<file path="config.mk">
export PLATFORM = sky130hd
export DESIGN_NAME = pwr_island_seq
export DESIGN_NICKNAME = d
export VERILOG_FILES = /design/src/rtl/pwr_seq_pkg.sv /design/src/rtl/pwr_seq_timer.sv /design/src/rtl/pwr_seq_ctrl.sv /design/src/rtl/pwr_island_seq.sv
export SDC_FILE = /design/constraint.sdc
export NUM_CORES = 1
export LEC_CHECK = 0
export CAP_MARGIN = 20
export CORE_MARGIN = 4
export CORE_UTILIZATION = 55
export CTS_CLUSTER_DIAMETER = 40
export DETAILED_ROUTE_END_ITERATION = 6
export DONT_BUFFER_PORTS = 1
export GPL_ROUTABILITY_DRIVEN = 1
export PLACE_DENSITY = 0.7
export SLEW_MARGIN = 20
export SYNTH_ARGS = -nofsm -noshare
export SYNTH_HDL_FRONTEND = slang
export SYNTH_SLANG_ARGS = --single-unit
</file>
<file path="constraint.sdc">
create_clock -name clk_i -period 1.1 [get_ports clk_i]
set_clock_uncertainty 0.1 [all_clocks]
set_input_delay 0.33 -clock clk_i [delete_from_list [all_inputs] [get_ports clk_i]]
set_output_delay 0.33 -clock clk_i [all_outputs]
set_load 0.005 [all_outputs]
</file>
<file path="src/rtl/pwr_seq_pkg.sv">
`timescale 1ns/1ps
package pwr_seq_pkg;
  localparam int INRUSH_W = 2;
  localparam logic [INRUSH_W-1:0] INRUSH_LOW  = '0;
  localparam logic [INRUSH_W-1:0] INRUSH_HIGH = '1;

  typedef enum logic [2:0] {
    ST_IDLE,
    ST_RAMP,
    ST_PREP,
    ST_REPAIR,
    ST_DN_ELEC,
    ST_DN_OPEN
  } seq_state_e;
endpackage

</file>
<file path="src/rtl/pwr_seq_timer.sv">
`timescale 1ns/1ps
module pwr_seq_timer #(
  parameter int CNT_W = 8
) (
  input  logic             clk_i,
  input  logic             rst_ni,
  input  logic             clr_i,
  input  logic             en_i,
  input  logic [CNT_W-1:0] limit_i,
  output logic             expire_o
);
  logic [CNT_W-1:0] cnt_q, cnt_d;
  logic             cnt_we;

  always_comb begin
    cnt_we = clr_i | en_i;
    cnt_d  = clr_i ? '0 : cnt_q + {{(CNT_W-1){1'b0}}, 1'b1};
  end

  always_ff @(posedge clk_i or negedge rst_ni) begin
    if (!rst_ni)     cnt_q <= '0;
    else if (cnt_we) cnt_q <= cnt_d;
  end

  assign expire_o = en_i && (cnt_q == limit_i - {{(CNT_W-1){1'b0}}, 1'b1});
endmodule

</file>
<file path="src/rtl/pwr_seq_ctrl.sv">
`timescale 1ns/1ps
module pwr_seq_ctrl
  import pwr_seq_pkg::*;
(
  input  logic                clk_i,
  input  logic                rst_ni,
  input  logic                up_req_i,
  input  logic                down_req_i,
  input  logic                pgood_i,
  input  logic                repair_done_i,
  input  logic                tmr_expire_i,
  output logic                tmr_clr_o,
  output logic                tmr_en_o,
  output logic                tmr_rep_sel_o,
  output logic                sw_en_o,
  output logic [INRUSH_W-1:0] inrush_o,
  output logic                elec_iso_o,
  output logic                func_iso_o,
  output logic                repair_start_o,
  output logic                done_o,
  output logic                pg_tmo_o,
  output logic                rep_tmo_o
);
  seq_state_e          st_q, st_d;
  logic                sw_q, sw_d, eiso_q, eiso_d, fiso_q, fiso_d, rs_q, rs_d;
  logic [INRUSH_W-1:0] inr_q, inr_d;
  logic                done_q, done_d, pgt_q, pgt_d, rpt_q, rpt_d;

  always_comb begin
    st_d   = st_q;
    sw_d   = sw_q;
    inr_d  = inr_q;
    eiso_d = eiso_q;
    fiso_d = fiso_q;
    rs_d   = rs_q;
    done_d = 1'b0;
    pgt_d  = 1'b0;
    rpt_d  = 1'b0;
    tmr_clr_o     = 1'b0;
    tmr_en_o      = 1'b0;
    tmr_rep_sel_o = (st_q == ST_REPAIR);
    unique case (st_q)
      ST_IDLE: begin
        if (up_req_i) begin
          if (sw_q) begin
            done_d = 1'b1;
          end else begin
            sw_d      = 1'b1;
            inr_d     = INRUSH_LOW;
            tmr_clr_o = 1'b1;
            st_d      = ST_RAMP;
          end
        end else if (down_req_i) begin
          fiso_d = 1'b1;
          st_d   = ST_DN_ELEC;
        end
      end
      ST_RAMP: begin
        tmr_en_o = 1'b1;
        if (pgood_i) begin
          eiso_d = 1'b0;
          st_d   = ST_PREP;
        end else if (tmr_expire_i) begin
          if (inr_q == INRUSH_HIGH) begin
            sw_d  = 1'b0;
            inr_d = INRUSH_LOW;
            pgt_d = 1'b1;
            st_d  = ST_IDLE;
          end else begin
            inr_d     = inr_q + {{(INRUSH_W-1){1'b0}}, 1'b1};
            tmr_clr_o = 1'b1;
          end
        end
      end
      ST_PREP: begin
        rs_d      = 1'b1;
        tmr_clr_o = 1'b1;
        st_d      = ST_REPAIR;
      end
      ST_REPAIR: begin
        tmr_en_o = 1'b1;
        if (repair_done_i) begin
          fiso_d = 1'b0;
          rs_d   = 1'b0;
          done_d = 1'b1;
          st_d   = ST_IDLE;
        end else if (tmr_expire_i) begin
          eiso_d = 1'b1;
          sw_d   = 1'b0;
          inr_d  = INRUSH_LOW;
          rs_d   = 1'b0;
          rpt_d  = 1'b1;
          st_d   = ST_IDLE;
        end
      end
      ST_DN_ELEC: begin
        eiso_d = 1'b1;
        st_d   = ST_DN_OPEN;
      end
      ST_DN_OPEN: begin
        sw_d   = 1'b0;
        inr_d  = INRUSH_LOW;
        rs_d   = 1'b0;
        done_d = 1'b1;
        st_d   = ST_IDLE;
      end
      default: st_d = ST_IDLE;
    endcase
  end

  always_ff @(posedge clk_i or negedge rst_ni) begin
    if (!rst_ni) begin
      st_q   <= ST_IDLE;
      sw_q   <= 1'b0;
      inr_q  <= INRUSH_LOW;
      eiso_q <= 1'b1;
      fiso_q <= 1'b1;
      rs_q   <= 1'b0;
      done_q <= 1'b0;
      pgt_q  <= 1'b0;
      rpt_q  <= 1'b0;
    end else begin
      st_q   <= st_d;
      sw_q   <= sw_d;
      inr_q  <= inr_d;
      eiso_q <= eiso_d;
      fiso_q <= fiso_d;
      rs_q   <= rs_d;
      done_q <= done_d;
      pgt_q  <= pgt_d;
      rpt_q  <= rpt_d;
    end
  end

  assign sw_en_o        = sw_q;
  assign inrush_o       = inr_q;
  assign elec_iso_o     = eiso_q;
  assign func_iso_o     = fiso_q;
  assign repair_start_o = rs_q;
  assign done_o         = done_q;
  assign pg_tmo_o       = pgt_q;
  assign rep_tmo_o      = rpt_q;
endmodule

</file>
<file path="src/rtl/pwr_island_seq.sv">
`timescale 1ns/1ps
module pwr_island_seq
  import pwr_seq_pkg::*;
#(
  parameter int PG_TMO  = 150,
  parameter int REP_TMO = 50
) (
  input  logic                clk_i,
  input  logic                rst_ni,
  input  logic                up_req_i,
  input  logic                down_req_i,
  input  logic                pgood_i,
  input  logic                repair_done_i,
  output logic                sw_en_o,
  output logic [INRUSH_W-1:0] inrush_o,
  output logic                elec_iso_o,
  output logic                func_iso_o,
  output logic                repair_start_o,
  output logic                done_o,
  output logic                pg_tmo_o,
  output logic                rep_tmo_o
);
  localparam int MAX_TMO = (PG_TMO > REP_TMO) ? PG_TMO : REP_TMO;
  localparam int CNT_W   = $clog2(MAX_TMO + 1);
  localparam logic [CNT_W-1:0] PG_LIM  = CNT_W'(PG_TMO);
  localparam logic [CNT_W-1:0] REP_LIM = CNT_W'(REP_TMO);

  logic [1:0]       rst_sync_q;
  logic             rst_n_int;
  logic             tmr_clr, tmr_en, tmr_rep_sel, tmr_expire;
  logic [CNT_W-1:0] tmr_limit;

  always_ff @(posedge clk_i or negedge rst_ni) begin
    if (!rst_ni) rst_sync_q <= 2'b00;
    else         rst_sync_q <= {rst_sync_q[0], 1'b1};
  end
  assign rst_n_int = rst_sync_q[1];

  assign tmr_limit = tmr_rep_sel ? REP_LIM : PG_LIM;

  pwr_seq_timer #(.CNT_W(CNT_W)) u_timer (
    .clk_i    (clk_i),
    .rst_ni   (rst_n_int),
    .clr_i    (tmr_clr),
    .en_i     (tmr_en),
    .limit_i  (tmr_limit),
    .expire_o (tmr_expire)
  );

  pwr_seq_ctrl u_ctrl (
    .clk_i          (clk_i),
    .rst_ni         (rst_n_int),
    .up_req_i       (up_req_i),
    .down_req_i     (down_req_i),
    .pgood_i        (pgood_i),
    .repair_done_i  (repair_done_i),
    .tmr_expire_i   (tmr_expire),
    .tmr_clr_o      (tmr_clr),
    .tmr_en_o       (tmr_en),
    .tmr_rep_sel_o  (tmr_rep_sel),
    .sw_en_o        (sw_en_o),
    .inrush_o       (inrush_o),
    .elec_iso_o     (elec_iso_o),
    .func_iso_o     (func_iso_o),
    .repair_start_o (repair_start_o),
    .done_o         (done_o),
    .pg_tmo_o       (pg_tmo_o),
    .rep_tmo_o      (rep_tmo_o)
  );
endmodule

</file>
==> results of run 1 <==
final timing paths:
check | start | end | slack (ns) | cells past startpoint
max | u_timer.cnt_q[2] | u_timer.cnt_q[7] | -0.84 | 6
min | repair_done_i | u_ctrl.done_o | 0.08 | 1
max reg2reg | u_timer.cnt_q[2] | u_timer.cnt_q[7] | -0.84 | 6
min reg2reg | rst_sync_q[1] | u_timer.cnt_q[6] | 0.12 | 1
max in group asynchronous | rst_sync_q[1] | u_ctrl.func_iso_o | 0.49 | 1
min in group asynchronous | rst_ni | rst_sync_q[0] | 0.10 | 1
worst max-delay path, delay by kind of cell (launching register included):
kind | cells | cell delay (ns)
buffers and inverters | 2 | 0.33
DFF | 1 | 0.42
and+or+nand+nor | 3 | 0.68
muxes | 1 | 0.29
power groups by stage:
stage | Combinational [uW] | Clock [uW] | Sequential (uW)
after floorplan | 1380 | 0 | 1280
after global placement | 2260 | 0 | 1260
after detailed placement | 2310 | 0 | 1270
after CTS | 2830 | 464 | 1280
after global routing | 3510 | 526 | 1340
final | 3330 | 481 | 1320
final cells by class:
| type | instances | area (um2) |
|---|---|---|
| multi-input combinational | 97 | 877 |
| sequential | 22 | 556 |
| timing repair buffer | 61 | 508 |
| fill | 74 | 185 |
| clock buffer | 4 | 36.3 |
| tap | 28 | 35.0 |
| inverter | 4 | 15.0 |
what timing repair did:
action / 4_1_cts / 5_1_grt
hold endpoints to repair: 4 / 0
endpoints found under the setup margin: 29 / 29
resized for setup: 38 / 8
hold buffers: 2 / 0
pin swaps: 10 / 5
setup buffers: 6 / 5
routing by layer:
| metal | vias up | routed length [um] | GRT usage (%) |
|---|---|---|---|
| met5 | - | 0 | 0 |
| met4 | 0 | 344 | 13.9 |
| met3 | 41 | 451 | 4.87 |
| met2 | 103 | 2240 | 44.7 |
| met1 | 652 | 1790 | 34.0 |
| li1 | 593 | - | - |
state kept, by name (all words and copies together), names as in the netlist, 2 cells and up:
register / flops
rst_sync_q: 2
u_ctrl.st_q: 3
u_ctrl.inrush_o: 2
u_timer.cnt_q: 8
cell usage after synthesis (4+ instances only):
master    instances
a21oi_1           9
clkbuf_1          6
dfrtp_1          20
inv_1             4
nand2_1           7
nor2_1            7
nor2b_1           4
nor3_1           11
xnor2_1           4
kinds of logic after synthesis:
kind of cell	synth area share [%]
compound gates	14.6
xor+xnor	4.84
fa+ha+maj	2.96
buf+inv	2.96
flops	43.7
mux	2.96
other cells	0.296
simple gates	27.7
per-stage QoR:
| step | util (%) | instances | power (uW) | TNS (ns) | setup slack, ns |
|---|---|---|---|---|---|
| after CTS | 87.9 | 211 | 4580 | -13.99 | -0.797 |
| after global routing | 91.6 | 216 | 5370 | -16.75 | -0.881 |
| after global placement | 75.8 | 199 | 3520 | -12.72 | -0.762 |
| after floorplan | - | 129 | 2660 | -10.40 | -0.799 |
| final | 91.6 | 216 | 5140 | -15.51 | -0.841 |
| after detailed placement | 75.8 | 199 | 3590 | -13.39 | -0.812 |
==> results.py, run 1 <==
metrics = {
    "grt": {
        "first_global_vias": 1349,
        "grt_pass1_wl_um": 6610,
        "grt_max_degree": 21,
        "grt_use_total_pct": 27.2,
        "grt_antenna_before_repair": 0,
        "overflow": 0,
    },
    "detailed_routing": {
        "num_vias": 1389,
        "wire_per_inst_um": 22.3,
        "routed_wl_um": 4820,
        "first_iter_violations": 113,
        "drc": 0,
        "ant_nets": 0,
        "viasPerCell": 6.43,
        "firstDrtPassIters": 4,
    },
    "yosys": {
        "yosysSeqAreaShare_pct": 43.7,
        "synth_edf_count": 0,
        "synthArstFlopShare_pct": 100,
        "synth_cell_types": 46,
        "syn_nets": 138,
        "yosysTopAreaCellShare_pct": 39.5,
        "synth_area_mm2": 0.00127,
        "synth_top_area_cell": "dfrtp_1",
        "ys_ff_latch": 22,
        "syn_area_per_cell_um2": 9.82,
        "synthFlopType": "dfrtp_1",
        "synth_cells": 129,
        "synthTopCellsByArea": "dfrtp_1 (40%), nor3_1 (4.3%), dfstp_2 (4.2%)",
        "yosys_warnings": 0,
    },
    "critical_path": {
        "slowest_stage": "dfrtp_1",
        "cp-start-kind": "register",
        "required_ns": 1.22,
        "path_cells": "or3b_4, mux2_4, buf_6, nor4b_4, buf_6, nor3_2",
        "arrival_ns": 2.06,
        "max_stage_delay_ns": 0.42,
        "critPathKind": "register to register",
        "crit_path_end_kind": "register",
        "crit_path_max_fanout": 8,
        "cpMostUsedCell": "buf_6",
    },
    "layout": {
        "mostFrequentLayoutCells": "buf_4 (47), dfrtp_1 (18), buf_6 (12)",
        "final_common_cell": "buf_4",
        "final_net_count": 198,
        "layout-drive-gt1-share_pct": 54.3,
        "diodes": 0,
        "syn_to_final_growth_pct": 60.1,
        "design_area_mm2": 0.00203,
    },
    "die": {
        "die-height_um": 56.0,
        "start_util_pct": 57.2,
        "die_x_um": 56.0,
        "coreArea_mm2": 0.00221,
        "io-pin-count": 15,
        "rows": 17,
        "die-area_mm2": 0.00313,
    },
    "sta": {
        "rsz0062_at_grt": "yes",
        "finalSetupViolCount": 29,
        "finalWorstSetupSlack_ns": -0.841,
        "period_minus_slack_ns": 1.94,
        "slew_violations": 0,
        "finalCritPeriodShare_pct": 176,
        "holdWs_ns": 0.0768,
        "hold_viol_final": 0,
        "fmax_ghz": 0.515,
    },
    "run": {
        "maxCapViolations": 0,
    },
    "status": {
        "outcome": "finished, violations left",
        "violations": "setup timing",
    },
    "place": {
        "place_area_mm2": 0.00168,
        "port_buffers": 0,
        "dp_hpwl_um": 2460,
        "gp_congestion": 0.884,
    },
    "power": {
        "combPwrFrac_pct": 64.9,
        "pwr-share-clk_pct": 9.4,
        "power.density_mw_per_mm2": 2530,
        "seqPwrFrac_pct": 25.7,
        "p_int_uw": 3060,
        "ir_drop_mv": 2.02,
        "p_leak_uw": 0.000883,
        "swShare_pct": 40.4,
        "p_switching_uw": 2070,
    },
    "clock_tree": {
        "clock_tree.root_cell": "clkbuf_4",
        "cts.sinks": 22,
        "htreeDepth": 1,
        "clk_pin_slew_ns": 0.14,
        "cts_buffer_depth": 2,
        "numCtsBuffers": 3,
        "clk_latency_ns": 0.34,
        "cts_tree": "done",
    },
    "worst_hold_path": {
        "hold_class": "input pin to register",
    },
}
Note: power is estimated with default switching activity, not from simulation.
==> run 2: changes to the inputs <==
==> constraint.sdc (replaced) <==
create_clock -name clk_i -period 1.1 [get_ports clk_i]
set_clock_uncertainty 0.1 [all_clocks]
set_input_delay 0.11 -clock clk_i [delete_from_list [all_inputs] [get_ports clk_i]]
set_output_delay 0.11 -clock clk_i [all_outputs]
set_load 0.005 [all_outputs]
==> run 2 against run 1 <==
- the run ends with hold timing, setup timing left
- maximum frequency is 4.5% lower
- sequential cell count stayed put
- utilization is 4.1 points higher
- sequential power hardly changed
- first-iteration DRC count is 65% higher
- clock-buffer cell count stayed put
- clock power is 2% higher
- die area stayed put
- critical path depth is 1 higher
- critical path type unchanged
- critical endpoint is now u_ctrl.inrush_o[1]
- largest cell class unchanged
==> results.py, run 2 (synthesized netlist as in run 1, its figures left out) <==
metrics = {
    "status": {
        "outcome": "finished, violations left",
        "violations": "hold timing, setup timing",
    },
    "detailed_routing": {
        "wire_per_inst_um": 28.7,
        "drc": 0,
        "first_iter_violations": 187,
        "ant_nets": 0,
        "num_vias": 1573,
        "viasPerCell": 7.18,
        "routed_wl_um": 6290,
        "firstDrtPassIters": 5,
    },
    "place": {
        "dp_hpwl_um": 2460,
        "gp_congestion": 0.884,
        "dp_slack_ns": -0.812,
        "place_area_mm2": 0.00168,
        "port_buffers": 0,
    },
    "die": {
        "die-area_mm2": 0.00313,
        "die_x_um": 56.0,
        "coreArea_mm2": 0.00221,
        "die-height_um": 56.0,
        "rows": 17,
        "io-pin-count": 15,
        "start_util_pct": 57.2,
    },
    "power": {
        "p_leak_uw": 0.000906,
        "ir_drop_mv": 2.78,
        "power_uw": 5500,
        "power.density_mw_per_mm2": 2600,
    },
    "clock_tree": {
        "clk_pin_slew_ns": 0.13,
        "cts_buffer_depth": 2,
        "cts.sinks": 22,
        "htreeDepth": 1,
        "numCtsBuffers": 3,
        "hold_buffers": 4,
        "clk_latency_ns": 0.34,
        "clock_tree.root_cell": "clkbuf_4",
        "cts_tree": "done",
    },
    "layout": {
        "regArea_um2": 556,
        "mostFrequentLayoutCells": "buf_4 (46), dfrtp_1 (18), buf_6 (14)",
        "layout-drive-gt1-share_pct": 57.6,
        "design_area_mm2": 0.00212,
        "reg_top3": "u_timer.cnt_q x8, u_ctrl.st_q x3",
        "regMostFlops": "u_timer.cnt_q",
        "multi_input_area_um2": 932,
        "final_net_count": 201,
        "final_common_cell": "buf_4",
        "largest_reg_flops": 8,
        "nFillCells": 50,
        "syn_to_final_growth_pct": 67.2,
        "diodes": 0,
    },
    "sta": {
        "holdWs_ns": -0.0203,
        "finalCritPeriodShare_pct": 185,
        "hold_viol_final": 1,
        "finalWorstSetupSlack_ns": -0.933,
        "period_minus_slack_ns": 2.03,
        "fmax_ghz": 0.492,
        "finalSetupViolCount": 24,
        "slew_violations": 0,
        "rsz0062_at_grt": "yes",
    },
    "worst_hold_path": {
        "hold_class": "input pin to register",
    },
    "critical_path": {
        "critPathBufInv": 3,
        "cpMostUsedCell": "buf_4",
        "cp_top_family": "compound AO/OA/AOI/OAI gates",
        "crit_path_end_kind": "register",
        "max_stage_delay_ns": 0.42,
        "crit_path_max_fanout": 3,
        "cp-start-kind": "register",
        "arrival_ns": 2.17,
        "path_cells": "buf_4, buf_4, nand3b_1, buf_4, a21oi_1, o211ai_1, mux2_2",
        "critPathKind": "register to register",
        "slowest_stage": "dfrtp_1",
        "required_ns": 1.24,
    },
    "run": {
        "maxCapViolations": 0,
    },
    "grt": {
        "grtUsageMet3_pct": 6.73,
        "grt_pass1_wl_um": 7460,
        "grt_use_total_pct": 30.9,
        "overflow": 0,
        "grt-busiest-layer": "met2",
        "grt_antenna_before_repair": 0,
        "grt_max_degree": 21,
        "grtUsageMet2_pct": 48.4,
        "grtUsageMet1_pct": 38.3,
        "first_global_vias": 1501,
    },
}
-- run 2: cell count changes in the layout (fill, tap and decap cells not counted), sizes merged --
cell,previous run,this run
dlygate4sd3,2,4
buf,59,60
-- run 2: metrics by stage --
stage / util [%] / TNS (ns) / cells / hold slack (ns)
2_1_floorplan: - / -10.40 / 129 / -0.286
3_3_place_gp: 75.8 / -12.72 / 199 / -0.286
3_5_place_dp: 75.8 / -13.39 / 199 / -0.286
4_1_cts: 88.3 / -12.73 / 213 / -0.0384
5_1_grt: 95.7 / -16.79 / 219 / -0.0501
6_report: 95.7 / -16.07 / 219 / -0.0203
-- run 2: per-layer routing --
layer,up-vias,routed length [um]
li1,601,-
met1,732,2140
met2,171,2820
met3,69,702
met4,0,626
met5,-,0
-- run 2: final timing paths --
kind                                  startpoint                  to  slack [ns]  cells after the start
max in group asynchronous                 rst_ni       rst_sync_q[0]        0.31                      2
worst min register to register     rst_sync_q[1]      u_ctrl.st_q[1]        0.15                      1
min in group asynchronous          rst_sync_q[1]      u_ctrl.st_q[1]        0.15                      1
worst min-delay path                    up_req_i      u_ctrl.st_q[2]       -0.02                      4
worst max register to register  u_timer.cnt_q[7]  u_ctrl.inrush_o[1]       -0.93                      7
worst max-delay path            u_timer.cnt_q[7]  u_ctrl.inrush_o[1]       -0.93                      7
-- run 2: area by class of cell --
| cell class | instances | share of cell area [%] |
|---|---|---|
| Multi-Input combinational cell | 97 | 44.0 |
| Timing Repair Buffer | 64 | 25.7 |
| Tap cell | 28 | 1.65 |
| Sequential cell | 22 | 26.2 |
| Inverter | 4 | 0.709 |
| Clock buffer | 4 | 1.71 |
-- run 2: where the power goes --
part	internal [uW]	switching [uW]	leakage [uW]
registers	1070	264	0.000275
logic	1850	1830	0.000609
clock network	203	289	0.0000210
total	3120	2380	0.000906
-- run 2: repair_timing --
action                     in CTS  in global routing
pin swaps                      10                  7
setup buffers                   6                  6
hold endpoints to repair        9                  2
setup endpoints to repair      22                 25
gates resized for setup        35                 23
-- run 2: worst reg2reg max path: stages, from the launching register on --
cell      delay, ns
dfrtp_1        0.42
buf_4          0.14
buf_4          0.15
nand3b_1       0.16
buf_4          0.14
a21oi_1        0.09
o211ai_1       0.35
mux2_2         0.39
==> run 3: changes to the inputs <==
--- a/config.mk
+++ b/config.mk
@@ -7,12 +7,11 @@
 export LEC_CHECK = 0
 export CAP_MARGIN = 20
 export CORE_MARGIN = 4
-export CORE_UTILIZATION = 55
+export CORE_UTILIZATION = 38
 export CTS_CLUSTER_DIAMETER = 40
 export DETAILED_ROUTE_END_ITERATION = 6
 export DONT_BUFFER_PORTS = 1
 export GPL_ROUTABILITY_DRIVEN = 1
-export PLACE_DENSITY = 0.7
 export SLEW_MARGIN = 20
 export SYNTH_ARGS = -nofsm -noshare
 export SYNTH_HDL_FRONTEND = slang
==> run 3 against run 2 <==
- the flow finishes with violations (setup timing)
- critical path depth shrank 1
- clock power shrank 6.9%
- first-iteration DRC count shrank 39%
- cell area grew 0.18%
- die area grew 38%
- non-clock buffer count grew 3
- worst setup slack gained 0.046 ns
- utilization shrank 28 points
- critical endpoint is now u_timer.cnt_q[1]
- largest cell class unchanged
==> results.py, run 3 (synthesized netlist as in run 1, its figures left out) <==
metrics = {
    "layout": {
        "mostFrequentLayoutCells": "buf_4 (47), dfrtp_1 (19), buf_6 (12)",
        "largest_reg_flops": 8,
        "final_cells": 238,
        "syn_to_final_growth_pct": 67.5,
        "reg_top3": "u_timer.cnt_q x8, u_ctrl.st_q x3",
        "diodes": 0,
        "final_net_count": 204,
        "regMostFlops": "u_timer.cnt_q",
        "final_common_cell": "buf_4",
        "layout-drive-gt1-share_pct": 54.6,
    },
    "clock_tree": {
        "htreeDepth": 1,
        "clk_latency_ns": 0.32,
        "cts.sinks": 22,
        "clk_pin_slew_ns": 0.13,
        "numCtsBuffers": 3,
        "cts_tree": "done",
        "clock_tree.root_cell": "clkbuf_4",
        "cts_buffer_depth": 2,
    },
    "power": {
        "pwr-share-clk_pct": 9.3,
        "p_leak_uw": 0.000918,
        "swShare_pct": 37.9,
        "combPwrFrac_pct": 65.2,
        "power.density_mw_per_mm2": 2330,
        "p_int_uw": 3070,
        "ir_drop_mv": 1.45,
        "seqPwrFrac_pct": 25.6,
        "p_switching_uw": 1870,
    },
    "detailed_routing": {
        "wire_per_inst_um": 16.8,
        "first_iter_violations": 114,
        "drt-met1-wl_um": 1720,
        "routed.top_layer": "met4",
        "num_vias": 1293,
        "drc": 0,
        "firstDrtPassIters": 4,
        "met3_length_um": 156,
        "viasPerCell": 5.43,
        "routed-wl-met2_um": 2090,
        "routed_wl_um": 4010,
        "ant_nets": 0,
    },
    "grt": {
        "first_global_vias": 1320,
        "grt_pass1_wl_um": 6160,
        "overflow": 0,
        "grt_max_degree": 13,
        "grt_antenna_before_repair": 0,
        "grt_use_total_pct": 18.9,
    },
    "critical_path": {
        "required_ns": 1.21,
        "arrival_ns": 2.09,
        "critPathKind": "register to register",
        "crit_path_max_fanout": 8,
        "reg2regPathDepth": 6,
        "crit_path_end_kind": "register",
        "cp-start-kind": "register",
    },
    "sta": {
        "finalCritPeriodShare_pct": 181,
        "hold_viol_final": 0,
        "fmax_ghz": 0.503,
        "finalSetupTns_ns": -14.18,
        "period_minus_slack_ns": 1.99,
        "finalSetupViolCount": 22,
        "slew_violations": 0,
        "finalWorstSetupSlack_ns": -0.887,
        "rsz0062_at_grt": "yes",
    },
    "status": {
        "violations": "setup timing",
        "outcome": "finished, violations left",
    },
    "die": {
        "coreArea_mm2": 0.00313,
        "die_x_um": 65.7,
        "rows": 20,
        "die-area_mm2": 0.00432,
        "start_util_pct": 40.5,
        "io-pin-count": 15,
        "die-height_um": 65.7,
    },
    "run": {
        "maxCapViolations": 0,
    },
    "place": {
        "port_buffers": 0,
        "gp_congestion": 0.903,
        "dp_hpwl_um": 2540,
        "dpl.cell_count": 211,
    },
    "worst_hold_path": {
        "hold_class": "input pin to register",
        "whs_path_depth": 3,
    },
}
==> run 3: final timing paths <==
| kind | to | slack [ns] | startpoint |
|---|---|---|---|
| worst max register to register | u_timer.cnt_q[1] | -0.89 | u_timer.cnt_q[7] |
| worst min register to register | u_ctrl.sw_en_o | 0.07 | rst_sync_q[1] |
| max in group asynchronous | rst_sync_q[1] | 0.34 | rst_ni |
| min in group asynchronous | u_ctrl.sw_en_o | 0.07 | rst_sync_q[1] |
| worst min-delay path | u_ctrl.done_o | 0.04 | up_req_i |
| worst max-delay path | u_timer.cnt_q[1] | -0.89 | u_timer.cnt_q[7] |
==> run 3: repair_timing <==
| action | 4_1_cts | 5_1_grt |
|---|---|---|
| setup endpoints to repair | 24 | 25 |
| pin swaps | 11 | 10 |
| cloned | 1 | 0 |
| hold endpoints to repair | 8 | 0 |
| buffers inserted | 9 | 10 |
| gates resized for setup | 31 | 16 |
| hold buffers | 5 | 0 |
==> run 3: per-layer routing <==
metal	global-route usage, %	up-vias
met4	6.99	0
met3	5.13	6
met2	31.2	31
met1	23.5	647
met5	0	-
li1	-	609
==> run 3: power groups by stage <==
stage | Clock (uW) | Sequential (uW) | Combinational (uW)
floorplan | 0 | 1280 | 1380
global placement | 0 | 1250 | 2220
detailed placement | 0 | 1250 | 2260
CTS | 490 | 1250 | 2840
global route | 516 | 1300 | 3450
finish | 458 | 1260 | 3220
==> run 3: final cells by class <==
class | instances | area [um2]
fillers | 232 | 1010
multi-input cells | 97 | 877
repair buffers | 67 | 583
flip-flops and latches | 22 | 554
well taps | 44 | 55.1
clock buffers | 4 | 36.3
inverters | 4 | 15.0
==> run 3: critical path, stage by stage, from the launching register on <==
cell and delay (ns):
dfrtp_1 0.40, or3b_4 0.40, mux2_4 0.29, buf_4 0.15, nor4b_4 0.27, buf_6 0.20, a2111oi_1 0.06
==> run 3: stage by stage <==
step	hold WS, ns	power [uW]	util, %	instance area [um2]	setup slack [ns]
4_1_cts	0.0144	4580	63.2	1980	-0.822
5_1_grt	0.0243	5270	67.8	2120	-0.913
3_5_place_dp	-0.286	3520	53.7	1680	-0.830
3_3_place_gp	-0.286	3470	53.7	1680	-0.788
2_1_floorplan	-0.286	2660	-	1350	-0.799
6_report	0.0411	4950	67.8	2120	-0.887
